File: src/rtl/fc_pkg.sv
package fc_pkg;
  localparam int ADDR_W  = 10;
  localparam int CNT_W   = 8;
  localparam int INSTR_W = 32;
  localparam int OP_W    = 6;

  typedef logic [ADDR_W-1:0] addr_t;
  typedef logic [CNT_W-1:0]  cnt_t;

  localparam logic [OP_W-1:0] OP_NOP     = 6'd0;
  localparam logic [OP_W-1:0] OP_END     = 6'd1;
  localparam logic [OP_W-1:0] OP_JMP_CC  = 6'd2;
  localparam logic [OP_W-1:0] OP_JMP_UB  = 6'd3;
  localparam logic [OP_W-1:0] OP_CALL    = 6'd4;
  localparam logic [OP_W-1:0] OP_CALL_CC = 6'd5;
  localparam logic [OP_W-1:0] OP_CALL_UB = 6'd6;
  localparam logic [OP_W-1:0] OP_IF_CC   = 6'd7;
  localparam logic [OP_W-1:0] OP_IF_UB   = 6'd8;
  localparam logic [OP_W-1:0] OP_LOOP    = 6'd9;

  typedef enum logic [1:0] {CM_OR = 2'd0, CM_AND = 2'd1, CM_X = 2'd2, CM_Y = 2'd3} cmode_e;

  typedef struct packed {
    addr_t end_a;
    addr_t ret_a;
    addr_t rst_a;
    cnt_t  rep;
    cnt_t  step;
  } scope_t;
endpackage

File: src/rtl/fc_cond_eval.sv
module fc_cond_eval import fc_pkg::*; (
  input  logic [1:0] flags_i,
  input  logic       ref_x_i,
  input  logic       ref_y_i,
  input  logic [1:0] mode_i,
  output logic       hit_o
);
  logic mx, my;
  assign mx = (ref_x_i == flags_i[0]);
  assign my = (ref_y_i == flags_i[1]);

  always_comb begin
    unique case (cmode_e'(mode_i))
      CM_OR:   hit_o = mx | my;
      CM_AND:  hit_o = mx & my;
      CM_X:    hit_o = mx;
      default: hit_o = my;
    endcase
  end
endmodule

File: src/rtl/fc_scope_stack.sv
module fc_scope_stack import fc_pkg::*; #(
  parameter int DEPTH = 8
) (
  input  logic   clk_i,
  input  logic   rst_ni,
  input  logic   clr_i,
  input  logic   push_i,
  input  logic   pop_i,
  input  logic   dec_i,
  input  scope_t data_i,
  output scope_t top_o,
  output logic   empty_o,
  output logic   full_o
);
  localparam int PTR_W = $clog2(DEPTH + 1);
  localparam int IDX_W = (DEPTH > 1) ? $clog2(DEPTH) : 1;

  scope_t             mem_q [DEPTH];
  logic [PTR_W-1:0]   cnt_q;
  logic [IDX_W-1:0]   top_idx, wr_idx;

  assign empty_o = (cnt_q == '0);
  assign full_o  = (cnt_q == PTR_W'(DEPTH));
  assign top_idx = IDX_W'(cnt_q - 1'b1);
  assign wr_idx  = IDX_W'(cnt_q);
  assign top_o   = empty_o ? '0 : mem_q[top_idx];

  always_ff @(posedge clk_i or negedge rst_ni) begin
    if (!rst_ni)            cnt_q <= '0;
    else if (clr_i)         cnt_q <= '0;
    else if (push_i)        cnt_q <= cnt_q + 1'b1;
    else if (pop_i)         cnt_q <= cnt_q - 1'b1;
  end

  always_ff @(posedge clk_i) begin
    if (push_i && !full_o)       mem_q[wr_idx] <= data_i;
    else if (dec_i && !empty_o)  mem_q[top_idx].rep <= mem_q[top_idx].rep - 1'b1;
  end

  assert_no_push_full_R10: assert property (@(posedge clk_i) disable iff (!rst_ni)
    push_i |-> !full_o);
  assert_pop_nonempty_R3: assert property (@(posedge clk_i) disable iff (!rst_ni)
    (pop_i || dec_i) |-> !empty_o);
  assert_push_grows_R4: assert property (@(posedge clk_i) disable iff (!rst_ni)
    (push_i && !clr_i) |=> !empty_o);
endmodule

File: src/rtl/fc_sequencer.sv
module fc_sequencer import fc_pkg::*; #(
  parameter int STACK_DEPTH = 8,
  parameter int NUM_BOOL    = 16,
  parameter int NUM_INT     = 4
) (
  input  logic                      clk_i,
  input  logic                      rst_ni,
  input  logic                      start_i,
  input  logic [ADDR_W-1:0]         entry_i,
  input  logic [INSTR_W-1:0]        instr_i,
  input  logic                      flag_we_i,
  input  logic [1:0]                flag_i,
  input  logic [NUM_BOOL-1:0]       bool_unif_i,
  input  logic [NUM_INT*3*CNT_W-1:0] int_unif_i,
  output logic [ADDR_W-1:0]         pc_o,
  output logic                      issue_o,
  output logic                      done_o,
  output logic                      ovf_o,
  output logic [CNT_W-1:0]          loop_ctr_o
);
  localparam int BOOL_W = $clog2(NUM_BOOL);
  localparam int INT_W  = (NUM_INT > 1) ? $clog2(NUM_INT) : 1;
  localparam int IU_W   = 3 * CNT_W;

  addr_t      pc_q, pc_n, pc_inc;
  cnt_t       lc_q, lc_n;
  logic [1:0] flags_q;
  logic       run_q, done_q, ovf_q;

  scope_t     top, push_d;
  logic       stk_empty, stk_full;
  logic       push_req, push, pop, dec, fin, ovf_set, scope_hit;

  logic [OP_W-1:0] f_op;
  logic            f_rx, f_ry;
  logic [1:0]      f_md;
  addr_t           f_tgt, f_cnt;
  logic [3:0]      f_uid;
  logic            cond_hit, bool_hit, take;
  logic [IU_W-1:0] iu;

  assign f_op  = instr_i[31:26];
  assign f_rx  = instr_i[25];
  assign f_ry  = instr_i[24];
  assign f_md  = instr_i[23:22];
  assign f_tgt = instr_i[21:12];
  assign f_cnt = addr_t'(instr_i[11:4]);
  assign f_uid = instr_i[3:0];

  assign bool_hit = bool_unif_i[f_uid[BOOL_W-1:0]];
  assign iu       = int_unif_i[f_uid[INT_W-1:0]*IU_W +: IU_W];
  assign pc_inc   = pc_q + 1'b1;

  fc_cond_eval u_cond (
    .flags_i (flags_q),
    .ref_x_i (f_rx),
    .ref_y_i (f_ry),
    .mode_i  (f_md),
    .hit_o   (cond_hit)
  );

  assign scope_hit = run_q && !stk_empty && (pc_q == top.end_a);
  assign issue_o   = run_q && !scope_hit;

  always_comb begin
    pc_n     = pc_q;
    lc_n     = lc_q;
    push_req = 1'b0;
    push_d   = '0;
    pop      = 1'b0;
    dec      = 1'b0;
    fin      = 1'b0;
    take     = 1'b0;
    if (scope_hit) begin
      lc_n = lc_q + top.step;
      if (top.rep == '0) begin
        pc_n = top.ret_a;
        pop  = 1'b1;
      end else begin
        pc_n = top.rst_a;
        dec  = 1'b1;
      end
    end else if (issue_o) begin
      pc_n = pc_inc;
      case (f_op)
        OP_END: begin
          fin  = 1'b1;
          pc_n = pc_q;
        end
        OP_JMP_CC: if (cond_hit) pc_n = f_tgt;
        OP_JMP_UB: if (bool_hit) pc_n = f_tgt;
        OP_CALL, OP_CALL_CC, OP_CALL_UB: begin
          take = (f_op == OP_CALL) || (f_op == OP_CALL_CC && cond_hit) ||
                 (f_op == OP_CALL_UB && bool_hit);
          if (take) begin
            push_req = 1'b1;
            push_d   = '{end_a: f_tgt + f_cnt, ret_a: pc_inc, rst_a: f_tgt, rep: '0, step: '0};
            pc_n     = f_tgt;
          end
        end
        OP_IF_CC, OP_IF_UB: begin
          take     = (f_op == OP_IF_CC) ? cond_hit : bool_hit;
          push_req = 1'b1;
          if (take) begin
            push_d = '{end_a: f_tgt, ret_a: f_tgt + f_cnt, rst_a: pc_inc, rep: '0, step: '0};
          end else begin
            push_d = '{end_a: f_tgt + f_cnt, ret_a: f_tgt + f_cnt, rst_a: f_tgt, rep: '0, step: '0};
            pc_n   = f_tgt;
          end
        end
        OP_LOOP: begin
          push_req = 1'b1;
          push_d   = '{end_a: f_tgt + 1'b1, ret_a: f_tgt + 1'b1, rst_a: pc_inc,
                       rep: iu[CNT_W-1:0], step: iu[3*CNT_W-1:2*CNT_W]};
          lc_n     = iu[2*CNT_W-1:CNT_W];
        end
        default: ;
      endcase
      if (push_req && stk_full) begin
        pc_n = pc_q;
        lc_n = lc_q;
      end
    end
  end

  assign ovf_set = push_req && stk_full;
  assign push    = push_req && !stk_full && !start_i;

  fc_scope_stack #(.DEPTH(STACK_DEPTH)) u_stack (
    .clk_i   (clk_i),
    .rst_ni  (rst_ni),
    .clr_i   (start_i),
    .push_i  (push),
    .pop_i   (pop && !start_i),
    .dec_i   (dec && !start_i),
    .data_i  (push_d),
    .top_o   (top),
    .empty_o (stk_empty),
    .full_o  (stk_full)
  );

  always_ff @(posedge clk_i or negedge rst_ni) begin
    if (!rst_ni) begin
      pc_q    <= '0;
      lc_q    <= '0;
      flags_q <= '0;
      run_q   <= 1'b0;
      done_q  <= 1'b0;
      ovf_q   <= 1'b0;
    end else if (start_i) begin
      pc_q    <= entry_i;
      lc_q    <= '0;
      flags_q <= '0;
      run_q   <= 1'b1;
      done_q  <= 1'b0;
      ovf_q   <= 1'b0;
    end else if (run_q) begin
      pc_q <= pc_n;
      lc_q <= lc_n;
      if (flag_we_i) flags_q <= flag_i;
      if (fin) begin
        run_q  <= 1'b0;
        done_q <= 1'b1;
      end
      if (ovf_set) begin
        run_q <= 1'b0;
        ovf_q <= 1'b1;
      end
    end
  end

  assign pc_o       = pc_q;
  assign done_o     = done_q;
  assign ovf_o      = ovf_q;
  assign loop_ctr_o = lc_q;

  assert_end_done_R9: assert property (@(posedge clk_i) disable iff (!rst_ni)
    (issue_o && f_op == OP_END && !start_i) |=> (done_o && !issue_o));
  assert_done_quiet_R9: assert property (@(posedge clk_i) disable iff (!rst_ni)
    (done_o && !start_i) |=> ($stable(pc_o) && !issue_o));
  assert_call_jump_R4: assert property (@(posedge clk_i) disable iff (!rst_ni)
    (issue_o && f_op == OP_CALL && !stk_full && !start_i) |=> (pc_o == $past(f_tgt)));
  assert_loop_load_R6: assert property (@(posedge clk_i) disable iff (!rst_ni)
    (issue_o && f_op == OP_LOOP && !stk_full && !start_i) |=>
      (loop_ctr_o == $past(iu[2*CNT_W-1:CNT_W])));
  assert_seq_step_R2: assert property (@(posedge clk_i) disable iff (!rst_ni)
    (issue_o && f_op > OP_LOOP && !start_i) |=> (pc_o == $past(pc_o) + 1'b1));
  assert_ovf_sticky_R10: assert property (@(posedge clk_i) disable iff (!rst_ni)
    (ovf_o && !start_i) |=> (ovf_o && !issue_o));
  assert_start_load_R1: assert property (@(posedge clk_i) disable iff (!rst_ni)
    start_i |=> (pc_o == $past(entry_i) && !done_o && !ovf_o && loop_ctr_o == '0));
endmodule

File: config.mk
export PLATFORM = sky130hd
export DESIGN_NAME = fc_sequencer
export DESIGN_NICKNAME = d
export VERILOG_FILES = /design/src/rtl/fc_pkg.sv /design/src/rtl/fc_cond_eval.sv /design/src/rtl/fc_scope_stack.sv /design/src/rtl/fc_sequencer.sv
export SDC_FILE = /design/constraint.sdc
export NUM_CORES = 1
export LEC_CHECK = 0
export ABC_CLOCK_PERIOD_IN_PS = 7800
export BUFFER_PORTS_ARGS = -buffer_cell sky130_fd_sc_hd__buf_2
export CORE_MARGIN = 1.5
export CORE_UTILIZATION = 60
export CTS_BUF_LIST = sky130_fd_sc_hd__clkbuf_8 sky130_fd_sc_hd__clkbuf_16
export CTS_CLUSTER_SIZE = 14
export DETAILED_ROUTE_END_ITERATION = 8
export PLACE_DENSITY = 0.81
export SLEW_MARGIN = 15
export SYNTH_ARGS = -nofsm -noshare
export SYNTH_HDL_FRONTEND = slang
export SYNTH_HIERARCHICAL = 1
export SYNTH_SLANG_ARGS = --single-unit
File: constraint.sdc
create_clock -name clk_i -period 7.8 [get_ports clk_i]
set_input_delay 0 -clock clk_i [delete_from_list [all_inputs] [get_ports clk_i]]
set_output_delay 0 -clock clk_i [all_outputs]
set_load 0.05 [all_outputs]
# Word-level counts from Yosys, hierarchy flattened
# Memories as Yosys holds them, arrays and structs flattened.
# Cells that the tools add are included.
# word_totals
ff_bits,27
out_inout_bits,21
mem_bits_rw,368
mem_count,1
# classes
n_addsub,7
n_bitwise,2
n_eq_ne,17
shifts,1
n_lt_le_gt_ge,1
reduce_logical,38
multipliers,1
mux,64
# memory_table
name,depth,word_bits,rd,rd_clocked_by_memory_dff,write_ports,line,text
u_stack.mem_q,8,46,1,0,1,fc_scope_stack.sv:18,scope_t mem_q [DEPTH];
# op_table
operator,count
two-way mux 46 bit,6
case mux 46 bit (3 select lines),1
two-way mux 10 bit,10
indexed part select 96 x 8 -> 24 bit,1
case mux 10 bit (5 select lines),1
two-way mux 8 bit,6
OR reduction 46 bit,1
two-way mux 1 bit,29
== test 6 x 3 -> 1 bit (second input constant),4
adder 10 x 1 -> 10 bit (second input constant),2
logical AND 1 bit,13
== test 6 x 2 -> 1 bit (second input constant),2
== test 6 x 4 -> 1 bit (second input constant),2
two-way mux 4 bit,3
adder 10 x 8 -> 10 bit,1
== test 10 bit,1
nonzero test 3 bit,3
adder 8 bit,1
logical NOT 8 bit,1
two-way mux 2 bit,4
AND reduction 4 bit,2
nonzero test 2 bit,4
subtractor 8 x 1 -> 8 bit (second input constant),1
== test 6 x 1 -> 1 bit (second input constant),1
other kinds (22),31

# Logic depth before layout (Yosys ltp)
# depth
depth_word,19
depth_mapped,26

# Hierarchy
# The synthesis kept the hierarchy.
# by_module_without_submodules
module,area_each_um2,instances,cells_per_inst,seq_area_each_um2
fc_scope_stack,14854.2,1,777,11150.7
fc_sequencer,4219.0,1,504,575.6
fc_cond_eval,38.8,1,5,0.0

# Worst setup path after synthesis
# Ideal clock, no wire load.
# synth_timing
kind,flip-flop to flip-flop
start,register u_stack.cnt_q[0]
end,memory u_stack/mem_q[5][0] (netlist bit) (enable)
period_less_slack_ps,7209
path_slack_ps,591
path_stages_with_launch,24
setup_time_ps,433
arrival_ps,6776
cell_sequence,dfrtp_1 -> buf_4 -> buf_4 -> buf_2 -> buf_4 -> inv_1 -> ha_1 -> buf_2 -> buf_1 -> clkbuf_1 -> mux4_2 -> nand2_1 -> a21oi_1 -> xnor2_1 -> nand4_1 -> nor4_1 -> nor2_1 -> clkbuf_1 -> nand2_1 -> nor3_1 -> clkbuf_1 -> o21a_1 -> o41a_1 -> nor2_1
# synth_lines
item,line,text
from (decl),fc_scope_stack.sv:19,logic [PTR_W-1:0] cnt_q;
from (signal assigned),fc_scope_stack.sv:31,else if (push_i) cnt_q <= cnt_q + 1'b1;
from (signal assigned),fc_scope_stack.sv:32,else if (pop_i) cnt_q <= cnt_q - 1'b1;
to (decl),fc_scope_stack.sv:18,

==> impl_metrics.ini <==
[clock_tree]
post_cts_buffers = 0
cts_root_buf = clkbuf_16
clock-sinks = 395
cts-htree-levels = 2
clk_path_buf_depth = 3
cts_made_buffers = 39
clk_pin_slew_ns = 0.06
cts_tree = yes
ctsResizeCount = 0
clk_latency_ns = 0.53

[sta]
setup_ws_ns = 1.86
whs_ns = 0.0323
fin_worst_skew_ns = 0.0121
worst_slew_pin_slew_ns = 1.13
relSlewSlack_pct = 24.9
rsz0062_at_grt = false
final_max_slew_viol_count = 0
period_needed_ns = 5.94
period_share_pct = 76.1
hold_violations = 0
fin_setup_tns_ns = 0
finalSetupViolCount = 0
max_freq_mhz = 168

[critical_path]
startpoint_type = flip-flop
cp-end-kind = flip-flop
r2r_setup_slack_ns = 1.86
crit_fanout = 30
rr_startpoint = u_stack/cnt_q[0]
path_delay_family = simple AND/OR/NAND/NOR gates
cp.required_ns = 7.96
worst-path-buf-inv = 5
crit_type = flip-flop to flip-flop
crit_end = u_stack/mem_q[7][42]
cp_common_cell = buf_4
crit_slowest_cell = nor3_1
crit_cells = 17
slowest_delay_ns = 0.69
r2r_cells = 17
crit_path_start = u_stack/cnt_q[0]
reg2reg_to = u_stack/mem_q[7][42]
crit_arrival_ns = 6.10
crit_chain = inv_1 > ha_4 > xor2_4 > buf_4 > nand2_1 > a21oi_1 > xnor2_1 > nand4_1 > nor4_1 > buf_4 > nor2_1 > buf_4 > nand2_1 > nor3_1 > nand3_1 > nor2_4 > buf_4

[die]
rows = 65
start_util_pct = 60.7
ios = 181
die_w_um = 181
core_area_um2 = 31500
die_h_um = 181
die_area_um2 = 32900

[global_route]
grt_util_all_layers_pct = 29.4
grt_use_met3_pct = 4.07
grt_max_degree = 64
use_met2_pct = 50.7
top_usage_layer = met2
grt_pass1_vias = 12300
grt_pass1_wl_um = 71800
grt-ovfl-total = 0
antenna_found_initial = 0
gr-usage-met1_pct = 37.3

[status]
outcome = completed

[synth]
syn_area_per_cell_um2 = 14.9
synthArstFlopShare_pct = 6.84
ys_seq_area_share_pct = 61.4
synth_ff_type = edfxtp_1
synth_fp_nets = 1468
ys_warn_count = 6
syn_inst = 1286
synth-edff-count = 368
netlist_area_um2 = 19100
ys_seq_elements = 395
synth_cell_types = 82

[placement]
dp_slack_ns = 2.03
dp.final_hpwl_um = 30900
io_buffers = 180
placed_cells = 1811
routabilityCongestion = 0.893

[detailed_routing]
drt_iter0_markers = 1474
ant_nets = 0
post_drt_wl_per_cell_um = 25.1
post_drt_via_cell_ratio = 6.55
dr.pass1.iters = 6
drc = 0
routed_wl_um = 47700
vias = 12400

[power_and_ir_drop]
p_per_area_nw_per_um2 = 206
ir_worst_vdd_mv = 0.224
cellLeakagePower_nw = 7.70

[min_path]
hold_path_depth = 5
worstHoldPathType = input port to flip-flop

[final_layout]
most-common-layout-cells = 368 x edfxtp_1, 180 x buf_2, 129 x nand2_1
area_growth_pct = 14.0
fill_cells = 2024
final_cells = 1900
regArea_um2 = 11700
final_nets = 1650
antenna_cells = 0
multi_input_area_um2 = 7030
layout.cells.most_common = edfxtp_1
drive_above_1_share_pct = 28.0

[run]
maxCapViolCount = 0
-- repair_timing --
item	in CTS	in global routing
endpoints found under the hold margin	39	0
endpoints found under the setup margin	0	0
hold buffers	17	0
-- worst min-delay path: stages --
cell and delay, ns:
buf_2 0.07, mux4_2 0.23, nand2_1 0.05, o21ai_0 0.06, a22o_1 0.12
-- logic make-up (layout without fill, tap and decap cells) --
group	after synthesis	after routing	share of synthesized area (%)
DFF	395	395	61.4
xor gates and xnor gates	51	51	2.38
adders and majority gates	22	22	1.52
muxes	172	172	16.5
buffers and inverters	100	312	2.42
and+or+nand+nor	371	371	9.55
AOI/OAI and AO/OA	175	175	6.28
-- flip-flops by register name, summed over array words and instances (netlist names) --
signal and flops:
u_stack/mem_q 368, pc_o 10, loop_ctr_o 8, u_stack/cnt_q 4
flags_q 2, done_o 1, ovf_o 1, run_q 1
-- Yosys cell counts, drive strengths merged, types with 11 or more instances --
library cell / count / area, um^2
xor2: 15 / 139
dfrtp: 27 / 676
nor2: 85 / 319
clkbuf: 50 / 188
mux2i: 42 / 420
xnor2: 36 / 315
mux4: 111 / 2510
a22oi: 14 / 105
and2: 41 / 259
o21ai: 19 / 110
and3: 20 / 130
nor3: 20 / 116
buf: 32 / 206
ha: 20 / 250
nor2b: 11 / 68.8
nand2: 129 / 484
mux2: 19 / 218
nand3: 22 / 128
a221oi: 11 / 96.3
inv: 18 / 67.6
edfxtp: 368 / 11100
a21oi: 62 / 310
-- layout make-up --
type                       count  share of cell area [%]
inverter                      18                   0.310
clock buffer                  40                    4.59
multi-input combinational    791                    32.2
timing repair buffer         223                    5.85
tap                          402                    2.31
clock inverter                31                   0.850
sequential                   395                    53.8
-- layer usage --
layer / share of wire (%) / vias up
met5: 0 / -
met4: 4.4 / 0
met3: 8.3 / 114
met2: 51 / 724
met1: 36 / 6228
li1: - / 5380
-- stage by stage --
stage	utilization [%]	area (um^2)	power, mW
detailed placement	64.9	20400	2.79
global route	69.2	21800	4.61
CTS	69.2	21800	4.50
global placement	64.9	20400	2.78
floorplan	-	19100	2.65
finish	69.2	21800	4.49
-- worst min path at each step --
stage	from	to	slack (ns)
after detailed placement	rst_ni	flags_q[1]	0.09
after floorplan	rst_ni	done_o	-0.30
after CTS	int_unif_i[86]	loop_ctr_o[6]	0.01
after global placement	rst_ni	flags_q[1]	0.08
after global routing	int_unif_i[14]	loop_ctr_o[6]	0.04
final	int_unif_i[86]	loop_ctr_o[6]	0.03
-- report_power, final --
group / switching, mW / internal (mW)
clock network: 0.763 / 0.969
logic: 0.240 / 0.180
registers: 0.0306 / 2.31
total: 1.03 / 3.46
Note: power is estimated with default switching activity, not from simulation.
